===== src/rtl/wnv_pkg.sv =====
package wnv_pkg;
   localparam logic [1:0] ADDR_CODE = 2'b00;
   localparam logic [1:0] ADDR_CTRL = 2'b10;
endpackage


===== src/rtl/wnv_timer.sv =====
module wnv_timer #(
   parameter int unsigned CYCLES       = 4,
   parameter bit          ARM_AT_RESET = 1'b0
) (
   input  logic clk,
   input  logic rst_n,
   input  logic start,
   output logic busy,
   output logic last
);
   localparam int unsigned CW = $clog2(CYCLES + 1);

   generate
      if (CYCLES < 1) begin : g_bad_cycles
         $error("wnv_timer: CYCLES must be at least 1");
      end
   endgenerate

   logic [CW-1:0] cnt_q;

   always_ff @(posedge clk or negedge rst_n) begin
      if (!rst_n) begin
         cnt_q <= ARM_AT_RESET ? CW'(CYCLES) : '0;
      end else if (start && cnt_q == '0) begin
         cnt_q <= CW'(CYCLES);
      end else if (cnt_q != '0) begin
         cnt_q <= cnt_q - 1'b1;
      end
   end

   assign busy = (cnt_q != '0);
   assign last = (cnt_q == CW'(1));
endmodule


===== src/rtl/wnv_ctrl_reg.sv =====
module wnv_ctrl_reg (
   input  logic clk,
   input  logic rst_n,
   input  logic wr_en,
   input  logic vol_d,
   input  logic run_d,
   output logic vol_q,
   output logic run_q
);
   always_ff @(posedge clk or negedge rst_n) begin
      if (!rst_n) begin
         vol_q <= 1'b0;
         run_q <= 1'b1;
      end else if (wr_en) begin
         vol_q <= vol_d;
         run_q <= run_d;
      end
   end
endmodule


===== src/rtl/wiper_nv_ctrl.sv =====
module wiper_nv_ctrl #(
   parameter int unsigned CODE_W      = 7,
   parameter int unsigned DATA_W      = 8,
   parameter int unsigned WC_CYC      = 1000000,
   parameter int unsigned RECALL_CYC  = 64,
   parameter int unsigned IVR_FACTORY = 64
) (
   input  logic              clk,
   input  logic              rst_n,
   input  logic              ret_rst_n,
   input  logic              shdn_pin_n,
   input  logic              req_valid,
   input  logic              req_write,
   input  logic [1:0]        req_addr,
   input  logic [DATA_W-1:0] req_wdata,
   input  logic              cs_rise,
   output logic              rd_valid_o,
   output logic [DATA_W-1:0] rd_data_o,
   output logic              ready_o,
   output logic [CODE_W-1:0] wiper_code_o,
   output logic              shutdown_o
);
   import wnv_pkg::*;

   localparam logic [CODE_W-1:0] MIDSCALE = CODE_W'(1) << (CODE_W - 1);
   localparam logic [CODE_W-1:0] FACTORY  = CODE_W'(IVR_FACTORY);

   generate
      if (DATA_W != CODE_W + 1) begin : g_bad_width
         $error("wiper_nv_ctrl: DATA_W must be CODE_W + 1");
      end
      if (IVR_FACTORY >= (1 << CODE_W)) begin : g_bad_factory
         $error("wiper_nv_ctrl: IVR_FACTORY does not fit CODE_W");
      end
   endgenerate

   logic              recall_busy, recall_last;
   logic              wip, wc_last, wc_start;
   logic              ctrl_vol, ctrl_run;
   logic              accept, wr_ok, wr_code, wr_ctrl;
   logic              nv_armed;
   logic [CODE_W-1:0] nv_pend;
   logic [CODE_W-1:0] wr_q;
   logic [CODE_W-1:0] ivr_q;
   logic [DATA_W-1:0] rd_mux;

   wnv_timer #(.CYCLES(RECALL_CYC), .ARM_AT_RESET(1'b1)) u_recall (
      .clk(clk), .rst_n(rst_n), .start(1'b0),
      .busy(recall_busy), .last(recall_last)
   );

   assign wc_start = cs_rise && nv_armed && !wip;

   wnv_timer #(.CYCLES(WC_CYC), .ARM_AT_RESET(1'b0)) u_wcycle (
      .clk(clk), .rst_n(rst_n), .start(wc_start),
      .busy(wip), .last(wc_last)
   );

   assign ready_o = !recall_busy;
   assign accept  = req_valid && ready_o;
   assign wr_ok   = accept && req_write && !wip;
   assign wr_code = wr_ok && (req_addr == ADDR_CODE);
   assign wr_ctrl = wr_ok && (req_addr == ADDR_CTRL);

   wnv_ctrl_reg u_ctrl (
      .clk(clk), .rst_n(rst_n), .wr_en(wr_ctrl),
      .vol_d(req_wdata[DATA_W-1]), .run_d(req_wdata[DATA_W-2]),
      .vol_q(ctrl_vol), .run_q(ctrl_run)
   );

   // Volatile tap code: midscale at reset, recalled copy, then writes.
   always_ff @(posedge clk or negedge rst_n) begin
      if (!rst_n) begin
         wr_q <= MIDSCALE;
      end else if (recall_last) begin
         wr_q <= ivr_q;
      end else if (wr_code) begin
         wr_q <= req_wdata[CODE_W-1:0];
      end
   end

   // Armed retained write waiting for the chip-select rise.
   always_ff @(posedge clk or negedge rst_n) begin
      if (!rst_n) begin
         nv_armed <= 1'b0;
         nv_pend  <= '0;
      end else if (wr_code && !ctrl_vol) begin
         nv_armed <= 1'b1;
         nv_pend  <= req_wdata[CODE_W-1:0];
      end else if (wc_start) begin
         nv_armed <= 1'b0;
      end
   end

   // Retained cell model: survives rst_n.
   always_ff @(posedge clk or negedge ret_rst_n) begin
      if (!ret_rst_n) begin
         ivr_q <= FACTORY;
      end else if (wc_last) begin
         ivr_q <= nv_pend;
      end
   end

   always_comb begin
      rd_mux = '0;
      case (req_addr)
         ADDR_CODE: rd_mux[CODE_W-1:0] = ctrl_vol ? wr_q : ivr_q;
         ADDR_CTRL: begin
            rd_mux[DATA_W-1] = ctrl_vol;
            rd_mux[DATA_W-2] = ctrl_run;
            rd_mux[DATA_W-3] = wip;
         end
         default: rd_mux = '0;
      endcase
   end

   always_ff @(posedge clk or negedge rst_n) begin
      if (!rst_n) begin
         rd_valid_o <= 1'b0;
         rd_data_o  <= '0;
      end else begin
         rd_valid_o <= accept && !req_write;
         if (accept && !req_write) begin
            rd_data_o <= rd_mux;
         end
      end
   end

   assign wiper_code_o = wr_q;
   assign shutdown_o   = !shdn_pin_n || !ctrl_run;
endmodule


===== config.mk =====
export PLATFORM = sky130hd
export DESIGN_NAME = wiper_nv_ctrl
export DESIGN_NICKNAME = d
export VERILOG_FILES = /design/src/rtl/wnv_pkg.sv /design/src/rtl/wnv_timer.sv /design/src/rtl/wnv_ctrl_reg.sv /design/src/rtl/wiper_nv_ctrl.sv
export SDC_FILE = /design/constraint.sdc
export NUM_CORES = 1
export LEC_CHECK = 0
export ABC_AREA = 1
export BUFFER_PORTS_ARGS = -buffer_cell sky130_fd_sc_hd__buf_2
export CAP_MARGIN = 0
export CORE_UTILIZATION = 50
export CTS_CLUSTER_SIZE = 8
export DETAILED_ROUTE_END_ITERATION = 12
export PLACE_DENSITY_LB_ADDON = 0.05
export SLEW_MARGIN = 10
export SYNTH_ARGS = -nofsm -noshare
export SYNTH_HDL_FRONTEND = slang
export SYNTH_SLANG_ARGS = --single-unit
export TNS_END_PERCENT = 30

===== constraint.sdc =====
create_clock -name clk -period 1.7 [get_ports clk]
set_input_delay 0 -clock clk [delete_from_list [all_inputs] [get_ports clk]]
set_output_delay 0 -clock clk [all_outputs]
set_load 0.03 [all_outputs]

==> results of run 1 <==
==> flip-flops by register name, indices dropped and copies added (netlist names) <==
name	count
ivr_q	7
nv_armed	1
nv_pend	7
rd_data_o	8
rd_valid_o	1
u_ctrl.run_q	1
u_ctrl.vol_q	1
u_recall.cnt_q	7
u_wcycle.cnt_q	20
wiper_code_o	7
==> area by class of cell <==
cell class | instances | area share
clock buffers | 9 | 0.0315
well taps | 75 | 0.0238
multi-input cells | 271 | 0.366
flip-flops and latches | 60 | 0.383
repair buffers | 67 | 0.116
inverters | 54 | 0.0515
clock inverters | 7 | 0.0292
==> layer usage <==
layer / routed length, um / global-route usage / vias to the layer above
met5: 0 / 0 / -
met4: 137 / 0.105 / 0
met2: 3620 / 0.412 / 59
li1: - / - / 1402
met1: 3370 / 0.319 / 1336
met3: 300 / 0.0578 / 11
==> worst paths after layout <==
path | end | cells after the start | start
setup / recovery | u_ctrl.vol_q | 9 | u_wcycle.cnt_q[4]
min in group asynchronous | ivr_q[5] | 2 | ret_rst_n
setup reg to reg | u_ctrl.vol_q | 9 | u_wcycle.cnt_q[4]
hold / removal | u_ctrl.run_q | 4 | req_addr[0]
hold reg to reg | u_recall.cnt_q[6] | 2 | u_recall.cnt_q[6]
max in group asynchronous | u_ctrl.run_q | 3 | rst_n
==> logic make-up (layout without fill, tap and decap cells) <==
kind of cell	count (synthesis)	after routing	share of synthesized area
AOI/OAI and AO/OA	52	52	0.0908
xor gates and xnor gates	5	5	0.0138
adders and majority gates	6	6	0.0237
buffers and inverters	63	137	0.0818
DFF	60	60	0.476
and+or+nand+nor	208	208	0.314
==> repair_timing <==
action                                  4_1_cts  5_1_grt
resized for setup                             1       10
endpoints found under the setup margin        7       27
pin swaps                                     0        2
hold buffers                                 10        0
hold endpoints to repair                     35        0
buffers inserted                              0        3
==> cell usage in the layout (no fill, tap or decap), types with 2 or more instances in the layout <==
cell type / instances
buf_2: 34
nand3_4: 3
nor2_1: 35
dfstp_2: 4
buf_4: 22
dfrtp_1: 56
xor2_1: 3
o22ai_1: 2
xnor2_1: 2
o31ai_1: 7
clkinvlp_4: 2
nor2_2: 6
nand2_4: 3
nand3_1: 26
a31oi_1: 2
clkinv_2: 2
nand3b_1: 2
bufinv_16: 3
clkbuf_8: 9
nand2_1: 103
nand4_1: 13
a21oi_1: 5
inv_1: 53
o21ai_0: 33
dlygate4sd3_1: 10
ha_1: 5
nor2_4: 7
nand2_2: 5
==> power by group through the flow <==
stage / Sequential (mW) / Clock (mW) / Combinational [mW]
6_report: 1.43 / 1.58 / 0.118
3_5_place_dp: 1.46 / 0 / 0.102
5_1_grt: 1.43 / 1.67 / 0.133
2_1_floorplan: 1.47 / 0 / 0.0268
3_3_place_gp: 1.46 / 0 / 0.102
4_1_cts: 1.43 / 1.59 / 0.120
==> stage by stage <==
step | power (mW) | instances | TNS, ns
2_1_floorplan | 1.49 | 394 | 0
3_3_place_gp | 1.56 | 514 | 0
3_5_place_dp | 1.56 | 514 | -0.000794
4_1_cts | 3.14 | 540 | 0
5_1_grt | 3.23 | 543 | -0.138
6_report | 3.13 | 543 | 0
==> worst reg2reg max path, delay by kind of cell, from the launching register on <==
| kind | cells | cell delay (ns) |
|---|---|---|
| buffers and inverters | 1 | 0.16 |
| DFF | 1 | 0.41 |
| and+or+nand+nor | 8 | 0.92 |
==> qor.yml, run 1 <==
ant_nets: 0
yosysMostFrequentCell: "nand2_1"
slew_violations: 0
cp.arrival_ns: 1.84
yosysTopAreaCell: "dfrtp_1"
path_class: "reg2reg"
hpwlAfterDp_um: 5530
synthToLayoutAreaGrowth_pct: 24.3
cp.required_ns: 1.94
die_y_um: 81.6
max_stage_delay_ns: 0.41
place_area_um2: 3540
num_rows: 28
cp-end-kind: "register"
seq_power_share: 0.458
period_minus_slack_ns: 1.60
max-slew-margin-rel: 0.651
drive_gt1_frac: 0.229
pin_count: 35
vdd_drop_max_mv: 0.735
grt_max_degree: 23
track_usage: 0.251
synthArstFlopShare: 1.00
drtPass1Iterations: 4
start_util: 0.526
leakagePower_nw: 1.96
totalWireLength_um: 7420
hold_slack_ns: 0.0286
setup_slack_ns: 0.0993
coreArea_um2: 6030
cts.htree.levels: 3
grt_pass1_vias: 2615
worst-slew-pin-transition_ns: 0.523
finalCritPeriodShare: 0.942
power.switching_mw: 0.686
hold_violations: 0
drt_iter0_drc: 107
antenna_found_initial: 0
internal_power_mw: 2.44
fill_cells: 546
numCtsBuffers: 9
syn_nets: 417
fmax_mhz: 625
synth_edf_count: 0
fin_nets: 486
yosysTopAreaCellShare: 0.442
synthesis.area_um2: 3170
viasPerCell: 5.17
drc_errors: 0
grt_overflow_total: 0
cp_max_fo: 5
syn_avg_cell_area_um2: 8.04
clock_skew_ns: 0.00948
ys_types: 32
outcome: "completed"
regArea_um2: 1510
synthCells: 394
hold_class: "in2reg"
die_w_um: 81.6
die-area_um2: 6660
ys_warn_count: 0
gp_congestion: 0.786
critPathTopFamily: "simple AND/OR/NAND/NOR gates"
clock_latency_ns: 0.35
path_cells: "nor2_1, nand2_2, nor2_4, nand3_4, nor2_4, buf_4, nand2_2, nand2_1, nand2_1"
grt_first_pass_wirelength_um: 12200
antenna_cells: 0
netSwitchingFraction: 0.219
final_area_um2: 3940
wl_per_cell_um: 13.7
finalSetupViolations: 0
r2r_slack_ns: 0.1
synthTopCellsByArea: "dfrtp_1 (44%), nand2_1 (12%), inv_1 (6.4%)"
fin_util: 0.653
ctsRootBufferMaster: "clkbuf_8"
pre_cts_ws_ns: -0.000794
cts_tree: "yes"
p_clk_frac: 0.504
pwr-share-comb: 0.038
clk_pin_slew_ns: 0.07
maxCapViolCount: 0
critPathBufInv: 1
cp-start-kind: "register"
rsz0062_at_grt: "true"
synth_commonest_cells: "nand2_1 (105), dfrtp_1 (56), inv_1 (54)"
synth-seq-cells: 60
power_density_nw_per_um2: 794
yosys_most_used_dff: "dfrtp_1"
yosysSeqAreaShare: 0.476
crit_path_top_delay_cell: "dfrtp_1"
cts.sinks: 60
portBuffers: 34
route.vias.total: 2808
clockBufferDepth: 2
multi_input_area_um2: 1440
Power figures use the tool's default switching activity.
==> inputs of run 2 (changes only) <==
--- a/config.mk
+++ b/config.mk
@@ -5,7 +5,6 @@
 export SDC_FILE = /design/constraint.sdc
 export NUM_CORES = 1
 export LEC_CHECK = 0
-export ABC_AREA = 1
 export BUFFER_PORTS_ARGS = -buffer_cell sky130_fd_sc_hd__buf_2
 export CAP_MARGIN = 0
 export CORE_UTILIZATION = 50
==> run 2 against run 1 <==
Maximum frequency decreased by 19%. Hold slack got worse by 0.0019 ns. The flow now finishes with violations (negative setup slack). Register-to-register slack got worse by 0.39 ns. Combinational power increased by 7%.
==> qor.yml, run 2 <==
outcome: "finished with violations"
violations: "negative setup slack"
final_area_um2: 4300
yosysMostFrequentCell: "dfrtp_1"
yosysSeqAreaShare: 0.522
grt_pass1_vias: 2386
fin_nets: 400
cp-end-kind: "register"
hpwlAfterDp_um: 4860
die-area_um2: 6080
synth_edf_count: 0
totalWireLength_um: 7160
maxCapViolCount: 0
ys_types: 44
hold_slack_ns: 0.0267
setup_slack_ns: -0.288
clock_skew_ns: 0.0123
synthesis.area_um2: 2890
num_rows: 27
clk_pin_slew_ns: 0.07
cp.arrival_ns: 2.21
leakagePower_nw: 2.05
cp.required_ns: 1.92
grt_overflow_total: 0
cts.htree.levels: 3
antenna_found_initial: 0
path_class: "reg2reg"
pin_count: 35
final_cell_mix: "buf_4 (63), dfrtp_1 (56), buf_2 (33)"
ctsRootBufferMaster: "clkbuf_8"
synthCells: 255
portBuffers: 34
top_register: "u_wcycle.cnt_q"
clockBufferDepth: 2
place_area_um2: 3650
biggestRegsByFlops: "u_wcycle.cnt_q: 20 flops, rd_data_o: 8 flops"
synth_commonest_cells: "dfrtp_1 (56), nor2_1 (26), nand2_1 (19)"
worst-slew-pin-transition_ns: 0.528
pre_cts_ws_ns: -0.314
crit_path_top_delay_cell: "dfrtp_1"
grt_max_degree: 34
finalCritPeriodShare: 1.17
coreArea_um2: 5540
synthToLayoutAreaGrowth_pct: 48.9
place_inst: 417
drtPass1Iterations: 4
cts.sinks: 60
grt_first_pass_wirelength_um: 11700
route.vias.total: 2373
synth-seq-cells: 60
max_stage_delay_ns: 0.41
hold_class: "in2async"
largest_reg_flops: 20
yosys_most_used_dff: "dfrtp_1"
cp-start-kind: "register"
drive_gt1_frac: 0.474
max-slew-margin-rel: 0.648
yosysTopAreaCellShare: 0.486
syn_nets: 278
slew_violations: 0
syn_avg_cell_area_um2: 11.3
gp_congestion: 0.852
start_util: 0.521
ant_nets: 0
rsz0062_at_grt: "true"
synthTopCellsByArea: "dfrtp_1 (49%), mux2_2 (7.0%), mux2i_1 (5.6%)"
viasPerCell: 5.23
cp_max_fo: 8
ys_warn_count: 0
die_w_um: 78.0
synthArstFlopShare: 1.00
drt_iter0_drc: 103
crit_top_cell: "nor4_4"
drc_errors: 0
wl_per_cell_um: 15.8
fin_cells: 454
clock_latency_ns: 0.34
hold_violations: 0
finalSetupViolations: 41
vdd_drop_max_mv: 0.479
track_usage: 0.255
yosysTopAreaCell: "dfrtp_1"
power_density_nw_per_um2: 726
fmax_mhz: 503
die_y_um: 78.0
path_cells: "nor4_4, and4b_2, nand2_2, nor4_4, buf_6, mux2_4"
antenna_cells: 0
cts_tree: "yes"
fill_cells: 383
numCtsBuffers: 9
period_minus_slack_ns: 1.99
layout_commonest_cell: "buf_4"
-- run 2: cell count changes in the layout (fill, tap and decap cells not counted), sizes merged, moves of 5 or more --
cell	change
nor4	+7
inv	-48
nand2	-92
mux2i	+16
mux2	+18
nand4	-11
nor2	-23
xor2	+5
nor3	+12
nand3	-22
o21ai	-28
buf	+47
-- run 2: through the flow --
| stage | total power [mW] | setup TNS (ns) | utilization |
|---|---|---|---|
| after detailed placement | 1.56 | -7.32 | 0.658 |
| final | 3.12 | -7.82 | 0.775 |
| after floorplan | 1.49 | -7.18 | - |
| after CTS | 3.14 | -6.52 | 0.748 |
| after global placement | 1.56 | -6.72 | 0.658 |
| after global routing | 3.20 | -12.52 | 0.775 |
-- run 2: power by group --
part           switching (mW)  internal [mW]
sequential            0.00144           1.43
combinational          0.0744         0.0519
clock                   0.583          0.977
total                   0.659           2.46
-- run 2: layer usage --
| metal | wire (um) | vias up | track usage |
|---|---|---|---|
| li1 | - | 1162 | - |
| met1 | 3330 | 1165 | 0.335 |
| met2 | 3520 | 34 | 0.413 |
| met3 | 149 | 12 | 0.0412 |
| met4 | 153 | 0 | 0.120 |
| met5 | 0 | - | 0 |
-- run 2: path summary, 6_finish.rpt --
kind,startpoint,to,slack (ns),depth (start not counted)
setup / recovery,u_wcycle.cnt_q[17],nv_pend[3],-0.29,6
hold / removal,ret_rst_n,ivr_q[2],0.03,2
setup reg to reg,u_wcycle.cnt_q[17],nv_pend[3],-0.29,6
hold reg to reg,rd_data_o[0],rd_data_o[0],0.48,2
max in group asynchronous,rst_n,u_recall.cnt_q[6],0.88,3
min in group clk,req_addr[1],rd_data_o[7],0.03,3
-- run 2: timing repair --
item / CTS / global route
resized for setup: 23 / 31
buffers inserted: 6 / 3
setup endpoints to repair: 42 / 52
hold buffers: 11 / 1
endpoints found under the hold margin: 44 / 1
pin swaps: 11 / 13
-- run 2: layout make-up --
| type | count | area [um2] | area share |
|---|---|---|---|
| Multi-Input combinational cell | 184 | 1570 | 0.365 |
| Sequential cell | 60 | 1510 | 0.351 |
| Timing Repair Buffer | 117 | 873 | 0.203 |
| Clock buffer | 10 | 128 | 0.0297 |
| Clock inverter | 6 | 111 | 0.0259 |
| Tap cell | 72 | 90.1 | 0.0210 |
| Inverter | 5 | 18.8 | 0.00437 |
-- run 2: cells by family after synthesis --
| family | Yosys count | synth area share |
|---|---|---|
| adders and majority gates | 6 | 0.0260 |
| AOI/OAI and AO/OA | 35 | 0.0785 |
| and+or+nand+nor | 95 | 0.190 |
| DFF | 60 | 0.522 |
| muxes | 34 | 0.126 |
| xor gates and xnor gates | 14 | 0.0425 |
| buffers and inverters | 11 | 0.0156 |
-- run 2: critical path: cells and delay by family (launching register included) --
family	cells	cell delay (ns)
simple gates	4	0.93
mux	1	0.32
flops	1	0.41
buf+inv	1	0.20
